[src/rtl/pwm_bank_pkg.sv]
package pwm_bank_pkg;

   localparam int ADR_ENA      = 'h004;
   localparam int ADR_DIS      = 'h008;
   localparam int ADR_STAT     = 'h00C;
   localparam int CH_BASE      = 'h200;
   localparam int STRIDE_LG    = 5;
   localparam int POL_BIT      = 9;

   typedef enum logic [2:0] {
      REG_NONE,
      REG_MODE,
      REG_DTY,
      REG_DUPD,
      REG_PRD,
      REG_PUPD
   } chreg_e;

   function automatic chreg_e decode_ch(input logic [STRIDE_LG-1:0] off);
      case (off)
         5'h00:   return REG_MODE;
         5'h04:   return REG_DTY;
         5'h08:   return REG_DUPD;
         5'h0C:   return REG_PRD;
         5'h10:   return REG_PUPD;
         default: return REG_NONE;
      endcase
   endfunction

endpackage

[src/rtl/pwm_bank_prediv.sv]
module pwm_bank_prediv #(
   parameter int MAX_SEL = 10
) (
   input  logic             clk,
   input  logic             rst_n,
   output logic [MAX_SEL:0] tick
);

   logic [MAX_SEL-1:0] dcnt;

   always_ff @(posedge clk) begin
      if (!rst_n) dcnt <= '0;
      else        dcnt <= dcnt + 1'b1;
   end

   for (genvar k = 0; k <= MAX_SEL; k++) begin : g_tap
      if (k == 0) begin : g_full
         assign tick[k] = 1'b1;
      end else begin : g_div
         assign tick[k] = &dcnt[k-1:0];
      end
   end

endmodule

[src/rtl/pwm_bank_chan.sv]
module pwm_bank_chan #(
   parameter int CNT_W   = 16,
   parameter int MAX_SEL = 10,
   parameter int SEL_W   = 4
) (
   input  logic             clk,
   input  logic             rst_n,
   input  logic             en,
   input  logic [MAX_SEL:0] tick_vec,
   input  logic [SEL_W-1:0] sel,
   input  logic             pol,
   input  logic             wr_dty,
   input  logic             wr_dupd,
   input  logic             wr_prd,
   input  logic             wr_pupd,
   input  logic [CNT_W-1:0] wdat,
   output logic             pin,
   output logic             wrap,
   output logic [CNT_W-1:0] dty_q,
   output logic [CNT_W-1:0] dupd_q,
   output logic [CNT_W-1:0] prd_q,
   output logic [CNT_W-1:0] pupd_q
);

   localparam logic [SEL_W-1:0] SEL_CAP = SEL_W'(MAX_SEL);

   logic [CNT_W-1:0] cnt;
   logic             dpend, ppend;
   logic [SEL_W-1:0] sel_c;
   logic             step, last;

   assign sel_c = (sel > SEL_CAP) ? SEL_CAP : sel;
   assign step  = tick_vec[sel_c];
   assign last  = ({1'b0, cnt} + 1'b1) >= {1'b0, prd_q};
   assign wrap  = en & step & last;
   assign pin   = (en & (cnt < dty_q)) ^ pol;

   always_ff @(posedge clk) begin
      if (!rst_n) begin
         cnt    <= '0;
         dty_q  <= '0;
         prd_q  <= '0;
         dupd_q <= '0;
         pupd_q <= '0;
         dpend  <= 1'b0;
         ppend  <= 1'b0;
      end else begin
         if (!en)       cnt <= '0;
         else if (step) cnt <= last ? '0 : cnt + 1'b1;

         if (wr_dty && !en)       dty_q <= wdat;
         else if (wrap && dpend)  dty_q <= dupd_q;
         if (wr_prd && !en)       prd_q <= wdat;
         else if (wrap && ppend)  prd_q <= pupd_q;

         if (wr_dupd) begin
            dupd_q <= wdat;
            dpend  <= 1'b1;
         end else if (wrap) begin
            dpend  <= 1'b0;
         end
         if (wr_pupd) begin
            pupd_q <= wdat;
            ppend  <= 1'b1;
         end else if (wrap) begin
            ppend  <= 1'b0;
         end
      end
   end

endmodule

[src/rtl/pwm_bank.sv]
module pwm_bank
   import pwm_bank_pkg::*;
#(
   parameter int NUM_CH  = 4,
   parameter int CNT_W   = 16,
   parameter int DATA_W  = 32,
   parameter int ADDR_W  = 12,
   parameter int MAX_SEL = 10,
   parameter int SEL_W   = 4
) (
   input  logic              clk,
   input  logic              rst_n,
   input  logic [ADDR_W-1:0] bus_addr,
   input  logic [DATA_W-1:0] bus_wdata,
   input  logic              bus_we,
   output logic [DATA_W-1:0] bus_rdata,
   output logic [NUM_CH-1:0] pwm_out
);

   localparam int IDX_W = (NUM_CH > 1) ? $clog2(NUM_CH) : 1;

   if (NUM_CH < 1 || NUM_CH > 8) begin : g_bad_ch
      $error("pwm_bank: NUM_CH must lie in 1..8");
   end
   if (CNT_W > DATA_W || SEL_W > POL_BIT || DATA_W <= POL_BIT) begin : g_bad_w
      $error("pwm_bank: field widths do not fit the data word");
   end
   if (MAX_SEL < 1 || MAX_SEL >= (1 << SEL_W)) begin : g_bad_sel
      $error("pwm_bank: MAX_SEL must be reachable by the selection field");
   end
   if (ADDR_W < 10) begin : g_bad_a
      $error("pwm_bank: address too narrow for channel banks");
   end

   logic [ADDR_W-1:0] ch_off;
   logic              in_ch;
   logic [IDX_W-1:0]  ch_idx;
   chreg_e            ch_reg;
   logic              wr_ena, wr_dis;
   logic [NUM_CH-1:0] ch_hit;

   logic [NUM_CH-1:0] chan_en;
   logic [NUM_CH-1:0] mode_pol;
   logic [SEL_W-1:0]  mode_sel [NUM_CH];
   logic [NUM_CH-1:0] chan_wrap;
   logic [CNT_W-1:0]  dty_q  [NUM_CH];
   logic [CNT_W-1:0]  dupd_q [NUM_CH];
   logic [CNT_W-1:0]  prd_q  [NUM_CH];
   logic [CNT_W-1:0]  pupd_q [NUM_CH];
   logic [MAX_SEL:0]  tick_vec;

   assign ch_off = bus_addr - ADDR_W'(CH_BASE);
   assign in_ch  = (bus_addr >= ADDR_W'(CH_BASE)) &&
                   ((ch_off >> STRIDE_LG) < ADDR_W'(NUM_CH));
   assign ch_idx = ch_off[STRIDE_LG +: IDX_W];
   assign ch_reg = decode_ch(ch_off[STRIDE_LG-1:0]);
   assign wr_ena = bus_we && (bus_addr == ADDR_W'(ADR_ENA));
   assign wr_dis = bus_we && (bus_addr == ADDR_W'(ADR_DIS));

   always_comb begin
      for (int i = 0; i < NUM_CH; i++) begin
         ch_hit[i] = bus_we && in_ch && (ch_idx == IDX_W'(i));
      end
   end

   always_ff @(posedge clk) begin
      if (!rst_n) begin
         chan_en  <= '0;
         mode_pol <= '0;
         for (int i = 0; i < NUM_CH; i++) mode_sel[i] <= '0;
      end else begin
         if (wr_ena)      chan_en <= chan_en | bus_wdata[NUM_CH-1:0];
         else if (wr_dis) chan_en <= chan_en & ~bus_wdata[NUM_CH-1:0];
         for (int i = 0; i < NUM_CH; i++) begin
            if (ch_hit[i] && ch_reg == REG_MODE) begin
               mode_sel[i] <= bus_wdata[SEL_W-1:0];
               mode_pol[i] <= bus_wdata[POL_BIT];
            end
         end
      end
   end

   pwm_bank_prediv #(.MAX_SEL(MAX_SEL)) u_prediv (
      .clk   (clk),
      .rst_n (rst_n),
      .tick  (tick_vec)
   );

   for (genvar i = 0; i < NUM_CH; i++) begin : g_ch
      pwm_bank_chan #(
         .CNT_W   (CNT_W),
         .MAX_SEL (MAX_SEL),
         .SEL_W   (SEL_W)
      ) u_chan (
         .clk      (clk),
         .rst_n    (rst_n),
         .en       (chan_en[i]),
         .tick_vec (tick_vec),
         .sel      (mode_sel[i]),
         .pol      (mode_pol[i]),
         .wr_dty   (ch_hit[i] && ch_reg == REG_DTY),
         .wr_dupd  (ch_hit[i] && ch_reg == REG_DUPD),
         .wr_prd   (ch_hit[i] && ch_reg == REG_PRD),
         .wr_pupd  (ch_hit[i] && ch_reg == REG_PUPD),
         .wdat     (bus_wdata[CNT_W-1:0]),
         .pin      (pwm_out[i]),
         .wrap     (chan_wrap[i]),
         .dty_q    (dty_q[i]),
         .dupd_q   (dupd_q[i]),
         .prd_q    (prd_q[i]),
         .pupd_q   (pupd_q[i])
      );
   end

   always_comb begin
      bus_rdata = '0;
      if (bus_addr == ADDR_W'(ADR_STAT)) begin
         bus_rdata[NUM_CH-1:0] = chan_en;
      end else if (in_ch) begin
         case (ch_reg)
            REG_MODE: begin
               bus_rdata[SEL_W-1:0] = mode_sel[ch_idx];
               bus_rdata[POL_BIT]   = mode_pol[ch_idx];
            end
            REG_DTY:  bus_rdata[CNT_W-1:0] = dty_q[ch_idx];
            REG_DUPD: bus_rdata[CNT_W-1:0] = dupd_q[ch_idx];
            REG_PRD:  bus_rdata[CNT_W-1:0] = prd_q[ch_idx];
            REG_PUPD: bus_rdata[CNT_W-1:0] = pupd_q[ch_idx];
            default:  bus_rdata = '0;
         endcase
      end
   end

endmodule

[config.mk]
export PLATFORM = sky130hd
export DESIGN_NAME = pwm_bank
export DESIGN_NICKNAME = d
export VERILOG_FILES = /design/src/rtl/pwm_bank_pkg.sv /design/src/rtl/pwm_bank_prediv.sv /design/src/rtl/pwm_bank_chan.sv /design/src/rtl/pwm_bank.sv
export SDC_FILE = /design/constraint.sdc
export NUM_CORES = 1
export LEC_CHECK = 0
export ABC_AREA = 1
export BUFFER_PORTS_ARGS = -buffer_cell sky130_fd_sc_hd__buf_2
export CAP_MARGIN = 40
export CORE_MARGIN = 3
export CORE_UTILIZATION = 25
export DETAILED_ROUTE_END_ITERATION = 16
export GPL_TIMING_DRIVEN = 0
export SETUP_SLACK_MARGIN = 0.1
export SLEW_MARGIN = 0
export SYNTH_ARGS = -nofsm -noshare
export SYNTH_HDL_FRONTEND = slang
export SYNTH_SLANG_ARGS = --single-unit
[constraint.sdc]
create_clock -name clk -period 8.3 [get_ports clk]
set_clock_uncertainty 0.05 [all_clocks]
set_input_delay 0.83 -clock clk [delete_from_list [all_inputs] [get_ports clk]]
set_output_delay 0.83 -clock clk [all_outputs]
set_load 0.1 [all_outputs]
## Word level (Yosys, flattened, before mapping)

Memory sizes are Yosys's and may differ from the RTL's.
Index checks and enable logic that the tools add are counted.

| cells by class | value |
|---|---|
| add/sub/neg operators | 10 |
| magnitude comparators | 20 |
| equality and inequality tests | 15 |
| multiplexer cells | 85 |
| bitwise operators | 24 |
| reduce and logical (&&, ||, !) cells | 80 |

Operator list:

| kind | number |
|---|---|
| $mux W16 | 29 |
| $bmux W16 S2 | 4 |
| $add A16 B1 Y17 const B | 4 |
| $ge A17 B16 Y1 | 4 |
| $add A16 B1 Y16 const B | 4 |
| $lt A16 B16 Y1 | 4 |
| $logic_and A1 B1 Y1 | 44 |
| $mux W4 | 11 |
| $reduce_bool A2 Y1 | 17 |
| $mux W1 | 30 |
| $mux W28 | 1 |
| $eq A12 B4 Y1 const B | 2 |
| $pmux W6 S4 | 1 |
| $lt A4 B5 Y1 const B | 4 |
| $pmux W4 S5 | 1 |
| $pmux W5 S4 | 1 |
| $bmux W1 S4 | 4 |
| $gt A4 B4 Y1 const B | 4 |
| $pmux W3 S5 | 1 |
| $and A1 B1 Y1 | 12 |
| $eq A12 B3 Y1 const B | 1 |
| $ge A12 B10 Y1 const B | 1 |
| $sub A12 B10 Y12 const B | 1 |
| $add A10 B1 Y10 const B | 1 |
| other kinds (31) | 48 |

| storage, ports and cells | value |
|---|---|
| bits in registers | 346 |
| memory bits (writable) | 16 |
| input port bits | 47 |
| output and inout bits | 36 |
| word-level logic and storage cells | 269 |
| memories | 1 |

Memories:

| memory | words | width | rd ports | clocked after Yosys merged registers in | write ports | line | RTL |
|---|---|---|---|---|---|---|---|
| mode_sel | 4 | 4 | 5 | 0 | 4 | pwm_bank.sv:44 | `logic [SEL_W-1:0] mode_sel [NUM_CH];` |

## Logic depth before layout (Yosys ltp)

| logic depth | value |
|---|---|
| depth in word-level cells | 10 |
| gate-level depth with buffers | 27 |
| depth with buffers taken out | 26 |

## Hierarchy

Synthesis repeated with hierarchy kept, for this count alone.

| unflattened totals | value |
|---|---|
| cell total of the unflattened synthesis | 3,566 |
| area, all modules | 23,411.2 µm² |

By module, submodules not included:

| module | times used | cells an instance | area an instance (µm²) | seq. area each (µm²) |
|---|---|---|---|---|
| pwm_bank_chan | 4 | 682 | 4,709.5 | 1,641.6 |
| pwm_bank | 1 | 773 | 4,077.7 | 640.6 |
| pwm_bank_prediv | 1 | 65 | 495.5 | 200.2 |

## Least setup slack after synthesis

OpenSTA, ideal clock, no wires.

| path | value |
|---|---|
| kind | input-to-output |
| from | in bus_addr[1] |
| to | out bus_rdata[1] |
| data arrival time | 4.046 ns |
| required time | 7.420 ns |
| path slack | 3.374 ns |
| stages | 8 |
| buffers on the path | 1 |
| cell sequence | nor2_1 > nand2_1 > nor3_4 > buf_2 > inv_2 > nor3_1 > nand4_1 > o21ai_0 |

| between the ends | value |
|---|---|
| word-level cells in the longest chain between the ends | 8 |
| elaborated cells on any way between the ends | 33 |
| those cells by class | add/sub: 1; order compare: 2; eq/ne: 10; mux: 16; bitwise: 1; reduce/logical: 2; memory: 1 |

RTL lines:

| what | line | RTL |
|---|---|---|
| from (decl) | pwm_bank.sv:13 | `input logic [ADDR_W-1:0] bus_addr,` |
| branches (longest 7 deep; another with $sub A12 B10 Y12) | n/a |  |
| $mux W4 (*) | pwm_bank.sv:117 | `if (bus_addr == ADDR_W'(ADR_STAT)) begin` |
| to (decl) | pwm_bank.sv:16 | `output logic [DATA_W-1:0] bus_rdata,` |

Every way passes the cells marked *. The select of a mux whose other input is x is not followed.

## Final worst setup path

| path | value |
|---|---|
| from | in bus_addr[1] |
| to | out bus_rdata[2] |

The elaborated chain is that of the path after synthesis.

==> key figures <==
Synthesis
  – Synth area leader: dfxtp_1
  – Multiplexer share of the synthesized area: 0
  – Main combinational cell family by area after synthesis: simple AND/OR/NAND/NOR gates
  – Syn. warnings: 0
  – Synthesized area per cell: 6.886 um^2
  – Yosys reg bits: around 360
  – Async S/R FF share, synth: 0
  – Top FF cell, synth: dfxtp_1
  – Mapped Area: 22260 um^2
  – Adder-Cell Fraction of Synth Area: 0.07475
  – Compound-Gate Fraction of Synth Area: 0.2266
  – Cells after Synth: 3233
  – Sequential-to-total area share from yosys stat: 0.3327
  – Commonest cells in the netlist: nand2_1, inv_1, a21oi_1, dfxtp_1, o21ai_0
  – Simple-Gate Fraction of Synth Area: 0.2293
  – Share of the synthesized area in the top cell type: 0.3112
  – Netlist cell types: 54
  – Xor and xnor fraction of the mapped netlist area: 0.02243
  – Most numerous cell in the Yosys netlist: nand2_1
  – Top cells by area, synth: dfxtp_1, nand2_1, a21oi_1
  – Number of synthesized flops with an enable pin: 16

Power and ir drop
  – PD cells: roughly 150 nW/um^2
  – Maximum VDD drop: ~160 uV
  – Leak pwr: 11.08 nW

STA
  – Setup TNS: 0 ns
  – Max Fclk: 0.2031 GHz
  – Worst hold slack: around 0.43 ns
  – Relative slew margins: 0.3152
  – Slew Viols, Final: 0
  – # setup viols final: 0
  – Fin. Hold Viols: 0
  – RSZ-0062 raised after global routing: no
  – Slew @ Worst Pin: 1.027 ns
  – Tmin final: 4.925 ns
  – Period Utilization, post-route: 0.5933

Clocking
  – H-Tree Depth: 2
  – Post_cts resized: 0
  – CTS Buffer Depth: 3
  – Hold-fix buffers at CTS: 0
  – CTS tree: yes
  – Worst skew pair latency: 0.59 ns
  – Clock sink count: 362
  – # Post-CTS Setup Buffers: 0
  – Root buf cell: clkbuf_16
  – Number of buffers created by CTS: 44
  – Clk slew on worst S/H paths: 0.06 ns

Setup path
  – CP Class: in -> out
  – Worst EP arrival: 4.04 ns
  – R2r worst-path depth: 22
  – Crit end category: output port
  – Crit path launch type: primary input
  – Reg2reg setup slack: 4.40 ns
  – Worst r2r dst: g_ch[3].u_chan.dty_q[8]
  – R2R Path Start: g_ch[3].u_chan.cnt[0]
  – Crit-path max FO: 10
  – WP data required: about 7.4 ns
  – Crit path from: bus_addr[1]

Detailed routing
  – Drt first pass iters: 6
  – Drt drc: 0
  – Post-Route WL: 102200 um
  – Wire length per cell: about 22 um
  – Routed via count: between 20k and 25k
  – Vias per cell: 5.152
  – Post-route ant nets: 0
  – Initial DRC count: 2991

Global route
  – Total gr overflow: 0
  – Vias in the first global route: 21.25k
  – Pin count of the biggest net entering global routing: 14
  – First-pass GRT wire length: 145300 um
  – Total track usage: 0.2111
  – Antenna violations before repair: 9

Worst hold path
  – Hold Crit Depth: 2
  – Hold path startpoint: g_ch[1].u_chan.ppend
  – HP Class: reg -> reg
  – Hold Path Sink: g_ch[1].u_chan.ppend

Floorplan
  – Core area: a little under 90000 um^2
  – Initial Util: 0.2542
  – Die ar.: 92660 um^2
  – Rows: 108
  – Die height: between 300 and 400 um
  – IO Pins: 83
  – Die Wd: 304.4 um

Cells and area
  – Layout cells sized above 1: 0.08697
  – N_diodes: 0
  – Final net count: 3545
  – Area grow syn2layout: 15.13%
  – Filler-free cell count of the finished design: 4547

Place
  – Port Buffers: 49
  – DP HPWL: 82010 um
  – Gp weighted congestion: 1.038
  – Post-Place Cells: about 4.5k

Job
  – Max-capacitance violation count: 0

Run status
  – Status: complete, no violations
## critical path, stage by stage
cell and delay [ns]:
buf_2 0.09, nor2_1 0.18, nand2_1 0.17, nor3_4 0.35
buf_2 0.38, inv_2 0.18, nor3_1 0.37, nand4_1 0.34
o22ai_1 0.58, buf_2 0.55
## where the power goes
group	switching, mW	internal (mW)
Sequential	0.00654	1.76
Clock	0.812	1.09
Combinational	0.218	0.0520
## through the flow
| stage | utilization | area [um^2] | total power [mW] | setup slack, ns |
|---|---|---|---|---|
| 2_1_floorplan | - | 22320 | 1.934 | 3.374 |
| 3_3_place_gp | 0.2742 | 24010 | 2.044 | 3.345 |
| 3_5_place_dp | 0.2772 | 24270 | 2.056 | 3.470 |
| 4_1_cts | 0.2927 | 25630 | 3.949 | 3.478 |
| 5_1_grt | 0.2927 | 25630 | 4.032 | 3.219 |
| 6_report | 0.2927 | 25630 | 3.937 | 3.375 |
## sequential cells by signal, summed over array words and instances, names as in the netlist, named ones only
name,cells
g_ch.u_chan.cnt,64
g_ch.u_chan.dpend,4
g_ch.u_chan.dty_q,64
g_ch.u_chan.dupd_q,64
g_ch.u_chan.ppend,4
g_ch.u_chan.prd_q,64
g_ch.u_chan.pupd_q,64
mode_pol,4
mode_sel,16
u_prediv.dcnt,10
## cell usage in the layout (no fill, tap or decap), types with 18 or more instances in the layout
cell         n
a21oi_1    372
a22oi_1     65
buf_2       89
buf_4       30
buf_6       28
clkbuf_1   130
clkbuf_16   46
dfxtp_1    346
ha_1       133
inv_1      378
nand2_1    616
nand3_1    205
nand3_2     18
nor2_1     229
nor3_1      28
o21ai_0    245
o21ai_1     87
o22ai_1     84
xor2_1      50
## kinds of logic after synthesis
kind of cell	count (synthesis)
compound gates	914
xor+xnor	57
fa+ha+maj	133
buf+inv	608
flops	362
other cells	1
simple gates	1158
## per-layer routing
metal,share of wire,track usage
met1,0.42,0.2797
met2,0.42,0.3160
met3,0.10,0.04524
met4,0.068,0.1215
met5,0.00016,0
## worst max path at each step
stage	to	slack (ns)
floorplan	bus_rdata[1]	3.37
global placement	bus_rdata[7]	3.34
detailed placement	bus_rdata[2]	3.47
CTS	bus_rdata[2]	3.48
global route	bus_rdata[7]	3.22
finish	bus_rdata[2]	3.38
## cell type report
cell class	count	area, um^2
Clock inverter	7	68.82
Timing Repair Buffer	71	511.7
Clock buffer	66	1286
Fill cell	9680	61930
Inverter	398	1494
Multi-Input combinational cell	2278	12370
Tap cell	1155	1445
Sequential cell	362	7407
Buffer	210	1045
(Power assumes the default switching activity.)
